<file path="config.mk">
export PLATFORM = sky130hd
export DESIGN_NAME = fetch_pair_ctl
export DESIGN_NICKNAME = d
export VERILOG_FILES = /design/src/rtl/fgs_pkg.sv /design/src/rtl/fgs_slot_mask.sv /design/src/rtl/fgs_next_pc.sv /design/src/rtl/fgs_out_stage.sv /design/src/rtl/fetch_pair_ctl.sv
export SDC_FILE = /design/constraint.sdc
export NUM_CORES = 1
export LEC_CHECK = 0
export BUFFER_PORTS_ARGS = -buffer_cell sky130_fd_sc_hd__clkbuf_2
export CAP_MARGIN = 20
export CORE_AREA = 2 2 127 129
export DETAILED_ROUTE_END_ITERATION = 6
export DIE_AREA = 0 0 129 131
export GPL_ROUTABILITY_DRIVEN = 1
export MAX_ROUTING_LAYER = met4
export PLACE_DENSITY = 0.73
export RECOVER_POWER = 50
export SYNTH_ARGS = -nofsm -noshare
export SYNTH_HDL_FRONTEND = slang
export SYNTH_SLANG_ARGS = --single-unit
</file>
<file path="constraint.sdc">
create_clock -name clk -period 2.6 [get_ports clk]
set_input_delay 0.13 -clock clk [delete_from_list [all_inputs] [get_ports clk]]
set_output_delay 0.13 -clock clk [all_outputs]
set_load 0.1 [all_outputs]
</file>
<file path="src/rtl/fgs_pkg.sv">
package fgs_pkg;
   // source of the next fetch address, in priority order
   typedef enum logic [1:0] {
      NPC_FIX  = 2'd0,
      NPC_HOLD = 2'd1,
      NPC_PRED = 2'd2,
      NPC_SEQ  = 2'd3
   } npc_src_e;
endpackage

</file>
<file path="src/rtl/fgs_slot_mask.sv">
module fgs_slot_mask #(
   parameter int GROUP_N = 2,
   localparam int SLOT_W = (GROUP_N > 1) ? $clog2(GROUP_N) : 1
) (
   input  logic [SLOT_W-1:0]  start_slot,
   input  logic               pred_taken,
   input  logic [SLOT_W-1:0]  pred_slot,
   output logic               taken_eff,
   output logic [GROUP_N-1:0] mask
);
   // a prediction naming a slot before the fetch start is ignored
   assign taken_eff = pred_taken && (pred_slot >= start_slot);

   for (genvar i = 0; i < GROUP_N; i++) begin : g_slot
      logic after_start;
      logic before_cut;
      assign after_start = (SLOT_W'(i) >= start_slot);
      assign before_cut  = !taken_eff || (SLOT_W'(i) <= pred_slot);
      assign mask[i]     = after_start && before_cut;
   end
endmodule

</file>
<file path="src/rtl/fgs_next_pc.sv">
module fgs_next_pc
   import fgs_pkg::*;
#(
   parameter int ADDR_W    = 32,
   parameter int GRP_BYTES = 8
) (
   input  logic [ADDR_W-1:0] pc,
   input  logic [ADDR_W-1:0] grp_base,
   input  logic              stall,
   input  logic              redir,
   input  logic [ADDR_W-1:0] redir_pc,
   input  logic              taken_eff,
   input  logic [ADDR_W-1:0] target,
   output logic [ADDR_W-1:0] pc_next
);
   npc_src_e src;

   always_comb begin
      if (redir)          src = NPC_FIX;
      else if (stall)     src = NPC_HOLD;
      else if (taken_eff) src = NPC_PRED;
      else                src = NPC_SEQ;
   end

   always_comb begin
      unique case (src)
         NPC_FIX:  pc_next = redir_pc;
         NPC_HOLD: pc_next = pc;
         NPC_PRED: pc_next = target;
         default:  pc_next = grp_base + ADDR_W'(GRP_BYTES);
      endcase
   end
endmodule

</file>
<file path="src/rtl/fgs_out_stage.sv">
module fgs_out_stage #(
   parameter int GROUP_N = 2,
   parameter int INSN_W  = 32,
   parameter int ADDR_W  = 32,
   localparam int DATA_W = GROUP_N * INSN_W
) (
   input  logic               clk,
   input  logic               rst_n,
   input  logic               stall,
   input  logic               redir,
   input  logic [GROUP_N-1:0] mask,
   input  logic [DATA_W-1:0]  data,
   input  logic [ADDR_W-1:0]  grp_base,
   output logic [GROUP_N-1:0] valid_q,
   output logic [DATA_W-1:0]  insn_q,
   output logic [ADDR_W-1:0]  grp_pc_q
);
   always_ff @(posedge clk or negedge rst_n) begin
      if (!rst_n) begin
         valid_q  <= '0;
         insn_q   <= '0;
         grp_pc_q <= '0;
      end else if (redir) begin
         valid_q  <= '0;
         insn_q   <= data;
         grp_pc_q <= grp_base;
      end else if (!stall) begin
         valid_q  <= mask;
         insn_q   <= data;
         grp_pc_q <= grp_base;
      end
   end
endmodule

</file>
<file path="src/rtl/fetch_pair_ctl.sv">
module fetch_pair_ctl #(
   parameter int          ADDR_W     = 32,
   parameter int          INSN_W     = 32,
   parameter int          GROUP_N    = 2,
   parameter int          INSN_BYTES = 4,
   parameter logic [31:0] RESET_PC   = 32'h0000_1000,
   localparam int SLOT_W    = (GROUP_N > 1) ? $clog2(GROUP_N) : 1,
   localparam int OFF_W     = $clog2(INSN_BYTES),
   localparam int GRP_BYTES = GROUP_N * INSN_BYTES,
   localparam int DATA_W    = GROUP_N * INSN_W
) (
   input  logic               clk,
   input  logic               rst_n,
   input  logic               stall_i,
   input  logic               redir_valid_i,
   input  logic [ADDR_W-1:0]  redir_pc_i,
   output logic [ADDR_W-1:0]  imem_addr_o,
   input  logic [DATA_W-1:0]  imem_data_i,
   output logic [ADDR_W-1:0]  pred_addr_o,
   input  logic               pred_taken_i,
   input  logic [SLOT_W-1:0]  pred_slot_i,
   input  logic [ADDR_W-1:0]  pred_target_i,
   output logic [GROUP_N-1:0] dec_valid_o,
   output logic [DATA_W-1:0]  dec_insn_o,
   output logic [ADDR_W-1:0]  dec_pc_o,
   output logic [ADDR_W-1:0]  pc_o
);
   // elaboration-time parameter checks
   if (GROUP_N < 2 || (GROUP_N & (GROUP_N - 1)) != 0) begin : g_bad_group
      $error("GROUP_N must be a power of two, at least 2");
   end
   if (INSN_BYTES < 1 || (INSN_BYTES & (INSN_BYTES - 1)) != 0) begin : g_bad_bytes
      $error("INSN_BYTES must be a power of two");
   end
   if (ADDR_W <= OFF_W + SLOT_W || ADDR_W > 32) begin : g_bad_addr
      $error("ADDR_W out of range");
   end

   logic [ADDR_W-1:0]  pc_q;
   logic [ADDR_W-1:0]  pc_next;
   logic [ADDR_W-1:0]  grp_base;
   logic [SLOT_W-1:0]  start_slot;
   logic               taken_eff;
   logic [GROUP_N-1:0] mask;
   logic               advance;

   assign grp_base    = {pc_q[ADDR_W-1:OFF_W+SLOT_W], {(OFF_W+SLOT_W){1'b0}}};
   assign start_slot  = pc_q[OFF_W+SLOT_W-1:OFF_W];
   assign advance     = !stall_i && !redir_valid_i;
   assign imem_addr_o = grp_base;
   assign pred_addr_o = grp_base;
   assign pc_o        = pc_q;

   fgs_slot_mask #(.GROUP_N(GROUP_N)) u_mask (
      .start_slot (start_slot),
      .pred_taken (pred_taken_i),
      .pred_slot  (pred_slot_i),
      .taken_eff  (taken_eff),
      .mask       (mask)
   );

   fgs_next_pc #(.ADDR_W(ADDR_W), .GRP_BYTES(GRP_BYTES)) u_npc (
      .pc        (pc_q),
      .grp_base  (grp_base),
      .stall     (stall_i),
      .redir     (redir_valid_i),
      .redir_pc  (redir_pc_i),
      .taken_eff (taken_eff),
      .target    (pred_target_i),
      .pc_next   (pc_next)
   );

   always_ff @(posedge clk or negedge rst_n) begin
      if (!rst_n) pc_q <= ADDR_W'(RESET_PC);
      else        pc_q <= pc_next;
   end

   fgs_out_stage #(.GROUP_N(GROUP_N), .INSN_W(INSN_W), .ADDR_W(ADDR_W)) u_out (
      .clk      (clk),
      .rst_n    (rst_n),
      .stall    (stall_i),
      .redir    (redir_valid_i),
      .mask     (mask),
      .data     (imem_data_i),
      .grp_base (grp_base),
      .valid_q  (dec_valid_o),
      .insn_q   (dec_insn_o),
      .grp_pc_q (dec_pc_o)
   );

   // ---------------- assertions ----------------
   assert_redirect_load_R7: assert property (@(posedge clk) disable iff (!rst_n)
      redir_valid_i |=> (pc_q == $past(redir_pc_i)) && (dec_valid_o == '0));

   assert_stall_hold_R8: assert property (@(posedge clk) disable iff (!rst_n)
      (stall_i && !redir_valid_i) |=> $stable(pc_q) && $stable(dec_valid_o) && $stable(dec_insn_o));

   assert_seq_advance_R3: assert property (@(posedge clk) disable iff (!rst_n)
      (advance && !pred_taken_i) |=> pc_q == $past(grp_base) + ADDR_W'(GRP_BYTES));

   assert_odd_start_R4: assert property (@(posedge clk) disable iff (!rst_n)
      (advance && start_slot != '0) |=> !dec_valid_o[0]);

   assert_squash_slot0_R5: assert property (@(posedge clk) disable iff (!rst_n)
      (advance && pred_taken_i && pred_slot_i == '0 && start_slot == '0)
      |=> dec_valid_o == GROUP_N'(1));

   assert_taken_target_R5: assert property (@(posedge clk) disable iff (!rst_n)
      (advance && pred_taken_i && pred_slot_i >= start_slot) |=> pc_q == $past(pred_target_i));

   assert_last_slot_kept_R6: assert property (@(posedge clk) disable iff (!rst_n)
      (advance && pred_taken_i && pred_slot_i == SLOT_W'(GROUP_N - 1)) |=> dec_valid_o[GROUP_N-1]);

   assert_early_slot_ignored_R9: assert property (@(posedge clk) disable iff (!rst_n)
      (advance && pred_taken_i && pred_slot_i < start_slot)
      |=> pc_q == $past(grp_base) + ADDR_W'(GRP_BYTES));
endmodule

</file>
After elaboration in Yosys (flattened, before gate mapping) --
Cells that the tools add are included. W data, S select, Z words.
Cells by class: magnitude comparators 5, mux-type cells 10, reduce and logical (&&, ||, !) cells 7, equality and inequality tests 3, add/subtract/negate cells 1
Operator list (number):
- $mux W64 | 2
- $pmux W32 S3 | 1
- $mux W32 | 2
- $add A32 B4 Y32 const B | 1
- $mux W2 | 4
- $logic_and A1 B1 Y1 | 3
- $eq A2 B1 Y1 const B | 1
- $eq A2 B2 Y1 const B | 1
- $ge A1 B1 Y1 const A | 2
- $le A1 B1 Y1 const A | 2
- $logic_not A2 Y1 | 1
- $logic_or A1 B1 Y1 | 2
- $ne A2 B1 Y1 const B | 1
- $ge A1 B1 Y1 | 1
- $logic_not A1 Y1 | 1
- $mux W1 | 1
Storage, ports and cells: register bits 130, input port bits 134

Longest topological paths before layout --
word-level depth 7, depth in mapped cells 7

Hierarchy --
Synthesis repeated with hierarchy kept, for this count alone.
Second synthesis, totals: cells, all modules 531, area total of the unflattened synthesis 6500.0 um^2
By module, submodules not included:
- fgs_out_stage | instances 1, area an instance 3848.7 um^2, cells an instance 210
- fgs_next_pc | instances 1, area an instance 1330.0 um^2, cells an instance 218
- fetch_pair_ctl | instances 1, area an instance 1286.2 um^2, cells an instance 97
- fgs_slot_mask | instances 1, area an instance 35.0 um^2, cells an instance 6

Least setup slack after synthesis --
No wires, ideal clock.
path type reg2reg, start point register pc_q[5], in the netlist pc_o[5], end point register pc_q[20], in the netlist pc_o[20], stages on the path, launching flop included 6, slack 0.132 ns, setup time 0.087 ns, buffers on the path 0, data arrival time 2.380 ns, path through dfrtp_1 > nand3_1 > nor4_4 > nand3_1 > xor2_1 > o221ai_2
Between the ends: cells in the longest elaborated chain, start to end 2
RTL lines:
- from (decl) | RTL line fetch_pair_ctl.sv:39 | logic [ADDR_W-1:0] pc_q;
- from (signal assigned) | RTL line fetch_pair_ctl.sv:74 | if (!rst_n) pc_q <= ADDR_W'(RESET_PC);
- from (signal assigned) | RTL line fetch_pair_ctl.sv:75 | else pc_q <= pc_next;
- $add A32 B4 Y32 | RTL line fgs_next_pc.sv:30 | default: pc_next = grp_base + ADDR_W'(GRP_BYTES);
- $pmux W32 S3 | RTL line fgs_next_pc.sv:26 | unique case (src)
Every way passes these cells. A chain may end at the register's enable or synchronous reset.

Final worst setup path --
start point register pc_q[3], in the netlist pc_o[3], end point register pc_q[12], in the netlist pc_o[12]
Same word-level chain as after synthesis.

==> run metrics <==
sw power=0.00392 W; final hold violations=0; initial antenna violation count=1; Cell Area, Synth=about 6300 um^2; Worst-Skew Late Latency=0.41 ns; Pre-antenna DRT Iters=5; final setup fails=0; GPL Wtd Cong=between 0.8 and 0.9; Ports=328; Switching Fraction=48.8%; most frequent cells in the layout=clkbuf_2 (319), nand2_1 (312), dfrtp_1 (126); Die Height=approximately 130 um; worst vdd ir=440 uV; vias in the first global route=~6200; global route overflow=0; Syn Area/Cell=between 8 and 9 um^2; via count=6293; # nets final=around 1200; total routed wirelength=~21 mm; RSZ-0062 raised after global routing=false; area post-placement=around 7600 um^2; post-place setup slack=0.589 ns; overall routing resource usage=between 20% and 30%; yosys warns=0; post-DP HPWL=about 14 mm; DR WL/cell=16.4 um; fin crit share=86.2%; Core ar.=~16000 um^2; Initial DRC Count=around 350; Simple-Gate Fraction of Synth Area=about a quarter; register share of total power=between 20% and 30%; H-tree depth=4; largest net degree at the start of global routing=61; post-synthesis mux area share=0.995%; PnR worst setup slack=roughly 0.36 ns; Synth Instances=between 700 and 800; clk slew on worst S/H paths=0.06 ns; Arr. time, crit path=roughly 2.6 ns; CP Class=register to register; combinational share of power=a little over two fifths; Synth Area in XOR/XNOR=around 2.6%; leading area contributor after synthesis=dfrtp_1; run status=complete, but fails checks; Critical Path Source Type=register; largest family of logic cells by synthesized area=simple AND/OR/NAND/NOR gates; row count=46; Max Slew Vio Count=between 100 and 150; die width=129 um; commonest non-fill, non-tap cell in the layout=clkbuf_2; first-pass GRT wire length=32.4 mm; clock skew=0.00714 ns; Synth top area share=~50%; Hold WC Path Type=primary input to register; critical path peak fanout=8; CTS tree=yes; worst hold slack=between 0.01 and 0.015 ns; clock sink total=between 100 and 150; Clock Power Share=28.4%; clock tree buffer depth=2; share of layout cells above drive strength 1=approximately 34%; Worst Path Required=approximately 3 ns; Synth-to-Final Area Change=45.0%; top cells by area, synth=dfrtp_1 (50%), nand2_1 (19%), buf_4 (8.2%); fmax=~450 MHz; violated checks=max-capacitance violations, max-slew violations; # port buffers=between 300 and 400; Synth Flop Type=dfrtp_1; Post-CTS Setup Bufs=0; Max Cap Viol=2; final antenna-violating net count=0; pwr/cell area=880 nW/um^2; Leak=between 4 and 5 nW; final instance area=between 9000 and 10000 um^2; distinct cell type count after synthesis=46; Layout Utilization=approximately three fifths; drt via density=~4.8; Initial Util=40.3%; DRC viols=0; die area=~17000 um^2; register area share after synthesis=between 50% and 60%; Worst setup EP type=register; Setup TNS=0 ns; min Tclk post-route=2.24 ns; cts bufs inserted=17; CTS root buf=clkbuf_16; worst relative slew slack=-10.4%; EDFF count, synth=0; post-synthesis compound-gate area fraction=9.07%; Yosys reg bits=between 100 and 150; adder-cell share of the synthesized area=0.199%; asr flop ratio synth=100%; internal power=0.00411 W; Least-Margin Pin Slew=approximately 1.7 ns
## power groups by stage
stage	clock network, W	logic [W]	registers [W]
floorplan	0	0.00136	0.00383
global placement	0	0.00325	0.00240
detailed placement	0	0.00325	0.00242
CTS	0.00232	0.00337	0.00238
global route	0.00240	0.00349	0.00242
finish	0.00228	0.00337	0.00238
## logic make-up (layout without fill, tap and decap cells)
kind of cell,Yosys count,in the layout
flops,127,127
other cells,1,10
mux,6,6
buf+inv,120,468
xor+xnor,19,19
compound gates,78,78
simple gates,377,377
fa+ha+maj,1,1
## critical path, stage by stage (launching register included)
cell and delay (ns):
dfrtp_1 0.48, nand3_1 0.29, nor4_1 0.45, xor2_1 0.19
mux2i_1 0.08, o21ai_0 0.13, dlygate4sd3_1 0.56
## metrics by stage
stage          cells  power, W
3_5_place_dp    1174   0.00567
2_1_floorplan    737   0.00519
6_report        1302   0.00803
5_1_grt         1302   0.00830
3_3_place_gp    1174   0.00565
4_1_cts         1301   0.00807
## worst paths after layout
| path | slack (ns) | to | from | cells past startpoint |
|---|---|---|---|---|
| min | 0.01 | pc_o[2] | pred_target_i[2] | 3 |
| max in group asynchronous | 0.50 | pc_o[5] | rst_n | 3 |
| min reg2reg | 0.46 | u_out.grp_pc_q[17] | u_out.grp_pc_q[17] | 2 |
| min in group asynchronous | 0.68 | u_out.insn_q[60] | rst_n | 2 |
| max | 0.36 | pc_o[12] | pc_o[3] | 6 |
| max reg2reg | 0.36 | pc_o[12] | pc_o[3] | 6 |
## layer usage
layer / part of all wire (%) / global-route usage, % / routed length [um] / vias up
met4: 3.0 / 11.5 / 647 / 0
met1: 42 / 30.7 / 8900 / 2927
met5: 0 / - / 0 / -
met3: 7.0 / 6.07 / 1500 / 59
met2: 48 / 40.9 / 10300 / 307
li1: - / - / - / 3000
## cell usage after synthesis (2+ instances only)
cell      instances
o21ai_0          18
a221oi_1          5
buf_2            16
dfrtp_1         126
mux2i_1           4
nor3_1           11
nand2b_1          4
nor2_1           10
clkbuf_2          2
nor2b_1           3
xor2_1           16
o221ai_1         12
a311oi_1          2
a22oi_1          16
xnor2_1           3
buf_4            69
o221ai_2          2
nand3_1          12
a221oi_2          2
nand4_1           9
clkbuf_1         21
a21oi_1          11
o22ai_1           2
mux2_2            2
buf_1             2
o22a_1            2
nand2_1         312
nor4_1            5
inv_1            10
and3_1            4
## state kept, by name, summed over array words and instances (netlist names)
register	flops
u_out.grp_pc_q	29
pc_o	32
u_out.insn_q	64
u_out.valid_q	2
## area by class of cell
type | count | area (um^2)
fillers | 1398 | 6480
flip-flops and latches | 127 | 3180
repair buffers | 427 | 2650
multi-input cells | 490 | 2420
clock buffers | 22 | 484
well taps | 216 | 270
clock inverters | 9 | 83.8
inverters | 10 | 37.5
diodes | 1 | 2.50
## timing repair
action | 4_1_cts | 5_1_grt
hold endpoints to repair | 149 | 0
resized for setup | 0 | 0
hold buffers | 96 | 0
No activity file was read; power rests on OpenSTA's default activity.
